File: config.mk
export PLATFORM = sky130hd
export DESIGN_NAME = lfosc_ctrl
export DESIGN_NICKNAME = d
export VERILOG_FILES = /design/src/rtl/lfosc_pkg.sv /design/src/rtl/lfosc_run_table.sv /design/src/rtl/lfosc_startup.sv /design/src/rtl/lfosc_ctrl.sv
export SDC_FILE = /design/constraint.sdc
export NUM_CORES = 1
export LEC_CHECK = 0
export BUFFER_PORTS_ARGS = -buffer_cell sky130_fd_sc_hd__buf_2
export CAP_MARGIN = 40
export CORE_AREA = 2 2 62 64
export CTS_CLUSTER_SIZE = 12
export DETAILED_ROUTE_END_ITERATION = 12
export DIE_AREA = 0 0 64 66
export HOLD_SLACK_MARGIN = 0.15
export PLACE_DENSITY = 0.78
export SLEW_MARGIN = 20
export SYNTH_ARGS = -nofsm -noshare
export SYNTH_HDL_FRONTEND = slang
export SYNTH_SLANG_ARGS = --single-unit
File: constraint.sdc
create_clock -name clk -period 2.1 [get_ports clk]
set_input_delay 0.42 -clock clk [delete_from_list [all_inputs] [get_ports clk]]
set_output_delay 0.42 -clock clk [all_outputs]
set_load 0.03 [all_outputs]
File: src/rtl/lfosc_pkg.sv
package lfosc_pkg;

    localparam int GAIN_W = 2;
    localparam int SU_W   = 3;

    typedef struct packed {
        logic              wlock;
        logic [GAIN_W-1:0] gain;
        logic [SU_W-1:0]   startup;
        logic              en1k;
        logic              en32k;
        logic              runstdby;
        logic              ondemand;
        logic              xtal;
        logic              enable;
    } lfosc_cfg_t;

    localparam int CFG_W = $bits(lfosc_cfg_t);

endpackage

File: src/rtl/lfosc_run_table.sv
module lfosc_run_table (
    input  logic enable,
    input  logic ondemand,
    input  logic runstdby,
    input  logic standby,
    input  logic req,
    output logic run
);
    logic free_run;

    always_comb begin
        free_run = !ondemand && (!standby || runstdby);
        run      = enable && (free_run || req);
    end
endmodule

File: src/rtl/lfosc_startup.sv
module lfosc_startup #(
    parameter int SU_W  = 3,
    parameter int DIV_W = 5
) (
    input  logic            clk,
    input  logic            por_n,
    input  logic            clear,
    input  logic            tick,
    input  logic [SU_W-1:0] startup,
    output logic            ready,
    output logic            ready_rise,
    output logic            div_msb
);
    localparam int CNT_W = (1 << SU_W) + 3;
    localparam int SH_W  = SU_W + 2;

    typedef struct packed {
        logic [CNT_W-1:0] cnt;
        logic             ready;
        logic [DIV_W-1:0] div;
    } st_t;

    st_t st_d, st_q;
    logic [CNT_W-1:0] target;
    logic [SH_W-1:0]  shamt;

    always_comb begin
        shamt  = SH_W'(startup) + SH_W'(3);
        target = CNT_W'(1) << shamt;
        st_d   = st_q;
        if (clear) begin
            st_d = '0;
        end else if (tick) begin
            if (st_q.ready) begin
                st_d.div = st_q.div + DIV_W'(1);
            end else if (st_q.cnt == target - CNT_W'(1)) begin
                st_d.ready = 1'b1;
                st_d.cnt   = '0;
            end else begin
                st_d.cnt = st_q.cnt + CNT_W'(1);
            end
        end
    end

    always_ff @(posedge clk or negedge por_n) begin
        if (!por_n) st_q <= '0;
        else        st_q <= st_d;
    end

    assign ready      = st_q.ready;
    assign ready_rise = st_d.ready && !st_q.ready;
    assign div_msb    = st_q.div[DIV_W-1];
endmodule

File: src/rtl/lfosc_ctrl.sv
module lfosc_ctrl
    import lfosc_pkg::*;
#(
    parameter int DIV_W = 5
) (
    input  logic              clk,
    input  logic              por_n,
    input  logic              sys_rst,
    input  logic              osc_raw,
    input  logic              wr_en,
    input  logic [CFG_W-1:0]  wr_data,
    input  logic              in_standby,
    input  logic              periph_req,
    input  logic              irq_en,
    input  logic              irq_clr,
    output logic [CFG_W-1:0]  cfg_out,
    output logic              osc_run,
    output logic              osc_ready,
    output logic              irq,
    output logic              pin_ovr_in,
    output logic              pin_ovr_out,
    output logic [GAIN_W-1:0] gain_out,
    output logic              clk32_out,
    output logic              clk1k_out
);
    typedef struct packed {
        lfosc_cfg_t cfg;
        logic       s1;
        logic       s2;
        logic       pend;
    } top_t;

    top_t r_d, r_q;
    logic run, keep, clear, tick, ready, rise, div_msb;

    lfosc_run_table u_table (
        .enable   (r_q.cfg.enable),
        .ondemand (r_q.cfg.ondemand),
        .runstdby (r_q.cfg.runstdby),
        .standby  (in_standby),
        .req      (periph_req),
        .run      (run)
    );

    lfosc_startup #(.SU_W(SU_W), .DIV_W(DIV_W)) u_startup (
        .clk        (clk),
        .por_n      (por_n),
        .clear      (clear),
        .tick       (tick),
        .startup    (r_q.cfg.startup),
        .ready      (ready),
        .ready_rise (rise),
        .div_msb    (div_msb)
    );

    always_comb begin
        keep  = r_q.cfg.enable && !r_q.cfg.ondemand;
        clear = !run || (sys_rst && !keep);
        tick  = r_q.s1 && !r_q.s2;
        r_d    = r_q;
        r_d.s1 = osc_raw;
        r_d.s2 = r_q.s1;
        if (sys_rst) begin
            if (!(keep || r_q.cfg.wlock)) r_d.cfg = '0;
        end else if (wr_en && !r_q.cfg.wlock) begin
            r_d.cfg = lfosc_cfg_t'(wr_data);
        end
        r_d.pend = (r_q.pend && !irq_clr && !sys_rst) || rise;
    end

    always_ff @(posedge clk or negedge por_n) begin
        if (!por_n) r_q <= '0;
        else        r_q <= r_d;
    end

    assign cfg_out     = r_q.cfg;
    assign osc_run     = run;
    assign osc_ready   = ready;
    assign irq         = r_q.pend && irq_en;
    assign pin_ovr_in  = r_q.cfg.enable;
    assign pin_ovr_out = r_q.cfg.enable && r_q.cfg.xtal;
    assign gain_out    = r_q.cfg.xtal ? r_q.cfg.gain : '0;
    assign clk32_out   = r_q.s1 && ready && r_q.cfg.en32k;
    assign clk1k_out   = div_msb && ready && r_q.cfg.en1k;
endmodule

==> results of run 1 <==
-- timing repair --
action | 4_1_cts | 5_1_grt
hold buffers | 1 | 0
gates resized for setup | 0 | 1
endpoints found under the hold margin | 22 | 0
endpoints found under the setup margin | 0 | 2
-- worst paths after layout --
check,endpoint,slack [ps],depth (start not counted),start
min in group asynchronous,cfg_out[10],660,2,por_n
hold reg to reg,r_q[1],460,0,r_d[1]
max in group asynchronous,r_q[0],990,2,por_n
hold / removal,r_d[1],180,1,osc_raw
setup / recovery,u_startup.ready,170,6,u_startup.st_q[6]
setup reg to reg,u_startup.ready,170,6,u_startup.st_q[6]
-- synth_stat cells (2+ instances only) --
cell type and count:
dfrtp_1 32, nand2_1 32, nor2_1 18, nand3_1 14, buf_4 12, a21oi_1 11
clkbuf_1 7, and2_1 6, inv_1 6, o31ai_1 6, o32ai_1 6, nand4_1 5
nor3_1 5, o21ai_0 5, xor2_1 5, and3_1 4, buf_2 4, or3_1 3
ha_1 2, nand2b_1 2, nor3b_1 2, nor4_1 2
-- worst max-delay path, cell delays in order (launching register included) --
cell and delay [ps]:
dfrtp_1 400, ha_1 190, and3b_1 160, o211ai_1 80, a221o_1 340, or4_1 530, a21oi_1 160
-- metrics by stage --
| stage | setup WS (ps) | std cells | area, um^2 | utilization [%] | hold WS [ps] |
|---|---|---|---|---|---|
| 2_1_floorplan | 365 | 208 | 1800 | - | 124 |
| 3_3_place_gp | 252 | 280 | 1970 | 55.6 | 414 |
| 3_5_place_dp | 191 | 280 | 1970 | 55.6 | 427 |
| 4_1_cts | 123 | 289 | 2040 | 57.5 | 169 |
| 5_1_grt | 19.4 | 289 | 2050 | 57.6 | 167 |
| 6_report | 173 | 289 | 2050 | 57.6 | 177 |
-- registers in the layout, summed over array words and instances, names as in the netlist --
signal	flops
pin_ovr_in	1
u_startup.div_msb	1
r_d	1
cfg_out	11
u_startup.ready	1
r_q	2
u_startup.st_q	15
-- per-layer routing --
metal / track usage [%] / up-vias / share of wire (%)
li1: - / 794 / -
met1: 27.0 / 750 / 47
met2: 33.1 / 44 / 46
met4: 7.88 / 0 / 1.4
met3: 5.11 / 4 / 5.1
met5: 0 / - / 0
-- area by class of cell --
class,instances,area (um^2)
Clock buffer,8,58.8
Fill cell,332,1500
Inverter,6,22.5
Multi-Input combinational cell,147,845
Sequential cell,32,801
Tap cell,48,60.1
Timing Repair Buffer,48,260
-- placed cells by master (no fill, tap or decap), types with 3 or more instances in the layout --
cell	netlist	layout
a21oi_1	11	11
and2_1	6	6
and3_1	4	4
buf_2	4	41
buf_4	12	6
clkbuf_4	0	5
dfrtp_1	32	32
inv_1	6	6
nand2_1	32	32
nand3_1	14	14
nand4_1	5	5
nor2_1	18	18
nor3_1	5	5
o21ai_0	5	5
o31ai_1	6	6
o32ai_1	6	6
or3_1	3	3
xor2_1	5	5
-- power breakdown --
part	total (mW)	internal (mW)	leakage (nW)	switching, mW
clock	0.369	0.165	0.0326	0.204
combinational	0.540	0.155	0.505	0.384
sequential	0.780	0.691	0.428	0.0897
total	1.69	1.01	0.965	0.678
-- kinds of logic (layout without fill, tap and decap cells) --
logic type | after synthesis | count (layout) | synth area share, %
flops | 32 | 32 | 44.5
fa+ha+maj | 2 | 2 | 1.39
buf+inv | 29 | 62 | 8.83
mux | 1 | 1 | 0.556
compound gates | 39 | 39 | 14.8
xor+xnor | 6 | 6 | 2.92
simple gates | 99 | 99 | 27.0
==> impl_metrics.ini, run 1 <==
[yosys]
syn_nets = 231
synth-edff-count = 0
async_reset_ff_share_pct = 100
synth_seq_area_share_pct = 44.5
synth_area_um2 = 1800
yosys_warnings = 0
synth_area_leaders = dfrtp_1 (45%), nand2_1 (6.7%), buf_4 (5.0%)
synth_top_cell_by_area = dfrtp_1
avgSynthCellArea_um2 = 8.65
syn_inst = 208
synth-seq-cells = 32
netlist.area_leader.share_pct = 44.5
synth_cell_types = 41
synth_flop_cell = dfrtp_1

[global_route]
gr-total-overflow = 0
grtUsageTotal_pct = 20.7
antenna_found_initial = 0
grt_pass1_wl_um = 6770
grt_start_max_net_pins = 33
grt_pass1_vias = 1504

[setup_path]
critPathArrivalTime_ps = 2200
worstPathRequired_ps = 2370
cp_max_fo = 5
crit_type = reg2reg
cp-start-kind = flop
end_kind = flop

[placement]
portBuffers = 41
hpwl_um = 2730
gp_congestion = 0.894

[floorplanning]
initial_core_util_pct = 50.7
core_area_um2 = 3550
ios = 42
dieArea_um2 = 4220
die_w_um = 64
std_cell_rows = 22
die_h_um = 66

[power_and_ir_drop]
p_per_area_nw_per_um2 = 825
power_mw = 1.69
ir_drop_mv = 0.516
p_leak_nw = 0.965

[detailed_routing]
wire_per_inst_um = 13.2
via_count = 1592
vias_per_cell = 5.51
drt-total-wl_um = 3820
drcViolationCount = 0
drt_iter0_drc = 128
detail-route-antenna-nets = 0
drtPass1Iterations = 4

[timing]
max_freq_mhz = 519
tightest_slew_ps = 712
finalMaxSlewViolations = 0
setup_viol = 0
finalClockSkew_ps = 5.30
final_hold_viol_count = 0
maxSlewHeadroom_pct = 52.6
min_period_over_period_pct = 91.8
min_period_ps = 1930
rsz0062_at_grt = no
finalSetupTns_ps = 0

[cts]
clk_path_buf_depth = 2
cts_tree = done
root_buffer = clkbuf_4
clk_pin_slew_ps = 90
cts_setup_buffers = 0
h-tree-depth = 2
clock_latency_ps = 340
clock_sinks = 32
numCtsBuffers = 5

[cells_and_area]
drive_gt1_share_pct = 23.2
insertedDiodeCount = 0
syn_to_final_growth_pct = 13.8
fin_nets = 263

[worst_hold_path]
hold_class = in2reg

[run_status]
outcome = complete, no violations

[flow_run]
cap_violations = 0
(Power assumes the default switching activity.)
==> run 2, diff against run 1 <==
CTS_BUF_LIST = sky130_fd_sc_hd__clkbuf_16   (was default)
==> run 2 against run 1 <==
Against the previous run:
- register-to-register slack worse by 20 ps
- routed wire length grew 4.2%
- sequential share of layout area is 1.4 points lower
- first-iteration DRC count rose by 14%
- combinational power is 0.7% higher
==> impl_metrics.ini, run 2 (synthesized netlist as in run 1, its figures left out) <==
[setup_path]
cp_max_fo = 4
crit_family = compound AO/OA/AOI/OAI gates
crit_chain = ha_1, and3b_1, o211ai_1, a221o_1, or3_1, o32ai_1
worstPathRequired_ps = 2270
crit_type = reg2reg
crit_buf_inv = 0
critPathArrivalTime_ps = 2110
end_kind = flop
cpMaxStageDelayCell = dfrtp_1
crit_path_max_incr_delay_ps = 380
cp-start-kind = flop

[detailed_routing]
drt_iter0_drc = 146
drt-total-wl_um = 3980
drtPass1Iterations = 4
wire_per_inst_um = 13.8
detail-route-antenna-nets = 0
drcViolationCount = 0
vias_per_cell = 5.60
via_count = 1617

[timing]
finalMaxSlewViolations = 0
hold-worst-slack_ps = 187
setup_viol = 0
maxSlewHeadroom_pct = 54.0
max_freq_mhz = 514
tightest_slew_ps = 689
finalSetupTns_ps = 0
min_period_ps = 1940
rsz0062_at_grt = no
setup_ws_ps = 155
final_hold_viol_count = 0
min_period_over_period_pct = 92.6
finalClockSkew_ps = 5.01

[cts]
clk_path_buf_depth = 2
cts_tree = done
h-tree-depth = 2
numCtsBuffers = 5
clock_latency_ps = 280
clock_sinks = 32
clk_pin_slew_ps = 50
root_buffer = clkbuf_16

[global_route]
grt_pass1_wl_um = 6930
busiest_layer = met2
antenna_found_initial = 0
gr-total-overflow = 0
grt_use_met2_pct = 34.6
grtUsageTotal_pct = 21.2
grt_start_max_net_pins = 33
grtUsageMet1_pct = 27.6
grt.met3_usage_pct = 4.09
grt_pass1_vias = 1515

[worst_hold_path]
hold_class = in2async

[floorplanning]
dieArea_um2 = 4220
die_w_um = 64
die_h_um = 66
initial_core_util_pct = 50.7
core_area_um2 = 3550
std_cell_rows = 22
ios = 42

[cells_and_area]
mostFrequentLayoutCells = buf_2 (41), nand2_1 (32), dfrtp_1 (32)
drive_gt1_share_pct = 23.2
insertedDiodeCount = 0
largest_reg_flops = 15
syn_to_final_growth_pct = 17.9
largest-register = u_startup.st_q
fin_area_um2 = 2120
final_cells = 289
fin_nets = 263
nFillCells = 322
final_common_cell = buf_2
utilization_pct = 59.8

[run_status]
outcome = complete, no violations

[placement]
dpl_worst_slack_ps = 191
dpl_cell_area_um2 = 1970
portBuffers = 41
dp_cells = 280
hpwl_um = 2730
gp_congestion = 0.894

[power_and_ir_drop]
p_per_area_nw_per_um2 = 939
p_leak_nw = 1.01
ir_drop_mv = 0.633
power_mw = 1.99

[flow_run]
cap_violations = 0
run 2: cell count changes in the layout (fill, tap and decap cells not counted):
cell	before	now
buf_4	6	7
clkbuf_1	2	0
clkbuf_16	0	5
clkbuf_4	5	0
clkbuf_8	1	0
clkinv_1	0	1
dlygate4sd3_1	1	0
inv_1	6	8
run 2: final timing paths:
check / start / endpoint / slack [ps] / depth (start not counted)
min: por_n / cfg_out[10] / 190 / 1
min in group clk: osc_raw / r_d[1] / 250 / 1
max in group asynchronous: por_n / r_q[0] / 1470 / 1
max: u_startup.st_q[6] / r_q[0] / 160 / 6
min reg2reg: r_d[1] / r_q[1] / 440 / 0
max reg2reg: u_startup.st_q[6] / r_q[0] / 160 / 6
run 2: final cells by class:
type,count,area (um^2),share of cell area (%)
inverters,6,22.5,1.06
flip-flops and latches,32,801,37.7
well taps,48,60.1,2.83
multi-input cells,147,845,39.8
clock inverters,3,11.3,0.531
repair buffers,48,258,12.1
clock buffers,5,125,5.90
run 2: per-layer routing:
| layer | wire, um | part of all wire [%] | up-vias |
|---|---|---|---|
| met2 | 1890 | 48 | 56 |
| met4 | 62 | 1.6 | 0 |
| li1 | - | - | 793 |
| met3 | 252 | 6.3 | 6 |
| met5 | 0 | 0 | - |
| met1 | 1770 | 45 | 762 |
run 2: power by group:
group          internal, mW  total [mW]  switching, mW
registers             0.693       0.785         0.0911
clock network         0.425       0.664          0.239
logic                 0.154       0.544          0.390
total                  1.27        1.99          0.720
run 2: what timing repair did:
| item | CTS | global route |
|---|---|---|
| buffers inserted | 0 | 1 |
| setup endpoints to repair | 0 | 6 |
| resized for setup | 0 | 1 |
| hold buffers | 0 | 0 |
==> run 3, diff against run 2 <==
CORE_AREA = 2 2 65 67   (was 2 2 62 64)
DIE_AREA = 0 0 67 69   (was 0 0 64 66)
PLACE_DENSITY = 0.79   (was 0.78)
SYNTH_HIERARCHICAL = 1   (was default)
==> run 3 against run 2 <==
Against the previous run:
- sequential share of layout area down 4.1 points
- non-clock buffer count down 3
- sequential power up 1%
- routed wire length up 6.7%
- clock power up 21%
- core utilization up 1.1 points
- first-iteration DRC count down 23%
- cell area up 12%
- area after synthesis up 15%
- critical path depth up 2
- final cell count up 0.69%
- critical path type unchanged
- highest routed layer unchanged
==> impl_metrics.ini, run 3 <==
[run_status]
outcome = complete, no violations

[cells_and_area]
regArea_um2 = 802
largest-register = u_startup/st_q
nFillCells = 335
multiInputGateArea_um2 = 1090
fin_nets = 263
final_common_cell = buf_2
largest_reg_flops = 15
syn_to_final_growth_pct = 14.9
drive_gt1_share_pct = 36.5
mostFrequentLayoutCells = buf_2 (41), dfrtp_1 (31), nand2_1 (23)
insertedDiodeCount = 0

[yosys]
syn_inst = 213
synth_cell_types = 50
yosysMostFrequentCell = dfrtp_1
synth_seq_area_share_pct = 38.6
async_reset_ff_share_pct = 100
synthMuxAreaShare_pct = 0
synth-adder-area-share_pct = 1.21
netlist.area_leader.share_pct = 38.6
synth_area_um2 = 2070
synth_flop_cell = dfrtp_1
synth-simple-area-share_pct = 22.0
synth-seq-cells = 32
avgSynthCellArea_um2 = 9.73
synthTopCellsByCount = dfrtp_1 (32), nand2_1 (23), buf_4 (16), nor2_1 (13)
synth_area_leaders = dfrtp_1 (39%), o2bb2ai_2 (6.5%), buf_4 (5.8%)
synth_compound_area_share_pct = 23.8
yosys_warnings = 6
yosys.area_share.xor_xnor_pct = 3.80
syn_nets = 236
synth_top_family_by_area = compound AO/OA/AOI/OAI gates
synth-edff-count = 0
synth_top_cell_by_area = dfrtp_1

[detailed_routing]
via_count = 1607
drt_iter0_drc = 112
wire_per_inst_um = 14.6
drcViolationCount = 0
vias_per_cell = 5.52
drtPass1Iterations = 5
detail-route-antenna-nets = 0
drt-total-wl_um = 4240

[setup_path]
crit_family = compound AO/OA/AOI/OAI gates
crit_path_max_incr_delay_ps = 430
worstPathRequired_ps = 2300
crit_buf_inv = 1
critPathArrivalTime_ps = 2100
reg2reg_depth = 8
cp-start-kind = flop
reg2reg_from = pin_ovr_in
end_kind = flop
crit_type = reg2reg
cpMaxStageDelayCell = or3b_4
cp_max_fo = 7
crit_chain = inv_1, o21ai_0, nand2_1, or3b_4, a21oi_2, o2bb2ai_4, nor2_4, o21ai_1
r2r_slack_ps = 200
r2r_end = u_startup/st_q[13]

[cts]
cts_hold_buf = 0
clk_path_buf_depth = 2
root_buffer = clkbuf_16
clk_pin_slew_ps = 50
numCtsBuffers = 5
clock_sinks = 32
cts_tree = done
h-tree-depth = 2
clock_latency_ps = 270

[timing]
setup_viol = 0
tightest_slew_ps = 729
finalClockSkew_ps = 3.60
rsz0062_at_grt = no
maxSlewHeadroom_pct = 51.4
min_period_ps = 1900
max_freq_mhz = 528
finalSetupTns_ps = 0
finalMaxSlewViolations = 0
min_period_over_period_pct = 90.3
final_hold_viol_count = 0

[placement]
hpwl_um = 2970
gp_congestion = 0.778
portBuffers = 41

[floorplanning]
std_cell_rows = 23
dieArea_um2 = 4620
core_area_um2 = 3910
die_h_um = 69
initial_core_util_pct = 52.9
die_w_um = 67
ios = 42

[power_and_ir_drop]
power_frac_seq_pct = 40.0
p_per_area_nw_per_um2 = 835
ir_drop_mv = 0.621
p_int_mw = 1.39
p_leak_nw = 1.03
p_sw_share_pct = 29.9
power_mw = 1.99
switching_power_mw = 0.595
clkPwrFrac_pct = 40.6
pwr-share-comb_pct = 19.5

[flow_run]
cap_violations = 0

[global_route]
grt_start_max_net_pins = 33
antenna_found_initial = 0
grt_pass1_wl_um = 7070
grt_pass1_vias = 1506
grtUsageTotal_pct = 20.0
gr-total-overflow = 0

[worst_hold_path]
hold_class = in2async
run 3: changes by cell type after synthesis, moves of 5 or more:
cell       delta
a21oi_2       +9
o31ai_1       -5
o21ai_1       +7
o2bb2ai_2     +9
nand3_1       -9
nand2_1       -9
o32ai_1       -6
nor2b_1       +8
nor2_1        -5
run 3: worst max path at each step:
stage / start / to / slack [ps] / depth (start not counted)
2_1_floorplan: pin_ovr_in / u_startup/st_q[10] / 20 / 8
3_3_place_gp: periph_req / u_startup/st_q[13] / 140 / 9
3_5_place_dp: periph_req / u_startup/st_q[13] / 50 / 9
4_1_cts: pin_ovr_in / u_startup/st_q[13] / 70 / 8
5_1_grt: pin_ovr_in / u_startup/st_q[12] / 50 / 9
6_report: pin_ovr_in / u_startup/st_q[13] / 200 / 8
run 3: cell families (layout without fill, tap and decap cells):
kind of cell	Yosys count	count (layout)
AO/OA/AOI/OAI	56	56
XOR/XNOR	9	9
adder cells (fa/ha/maj)	2	2
buffers and inverters	33	61
flip-flops	32	32
AND/OR/NAND/NOR	81	81
run 3: layer usage:
| layer | track usage, % | part of all wire (%) | vias to the layer above |
|---|---|---|---|
| li1 | - | - | 783 |
| met1 | 25.2 | 44 | 773 |
| met2 | 31.8 | 50 | 47 |
| met3 | 5.55 | 4.9 | 4 |
| met4 | 8.39 | 1.4 | 0 |
| met5 | 0 | 0 | - |
run 3: area by class of cell:
| class | count | share of cell area (%) |
|---|---|---|
| multi-input cells | 148 | 45.7 |
| inverters | 8 | 1.26 |
| clock inverters | 3 | 1.63 |
| well taps | 50 | 2.63 |
| flip-flops and latches | 32 | 33.7 |
| clock buffers | 5 | 5.25 |
| repair buffers | 45 | 9.88 |
run 3: power by group through the flow:
| stage | Sequential [mW] | Clock, mW | Combinational, mW |
|---|---|---|---|
| after CTS | 0.793 | 0.817 | 0.373 |
| after floorplan | 0.729 | 0 | 0.373 |
| after global routing | 0.808 | 0.850 | 0.433 |
| after detailed placement | 0.803 | 0 | 0.372 |
| after global placement | 0.798 | 0 | 0.360 |
| final | 0.795 | 0.806 | 0.387 |
run 3: timing repair:
action	CTS	global route
buffers inserted	0	2
setup endpoints to repair	0	11
resized for setup	0	5
run 3: per-stage QoR:
step	hold WS, ps	setup WS (ps)	cells	instance area [um^2]	util, %
CTS	229	69.6	289	2340	59.8
global route	249	52.2	291	2380	60.8
detailed placement	387	53.4	281	2180	55.6
global placement	390	137	281	2180	55.6
floorplan	124	18.1	213	2080	-
finish	199	205	291	2380	60.8
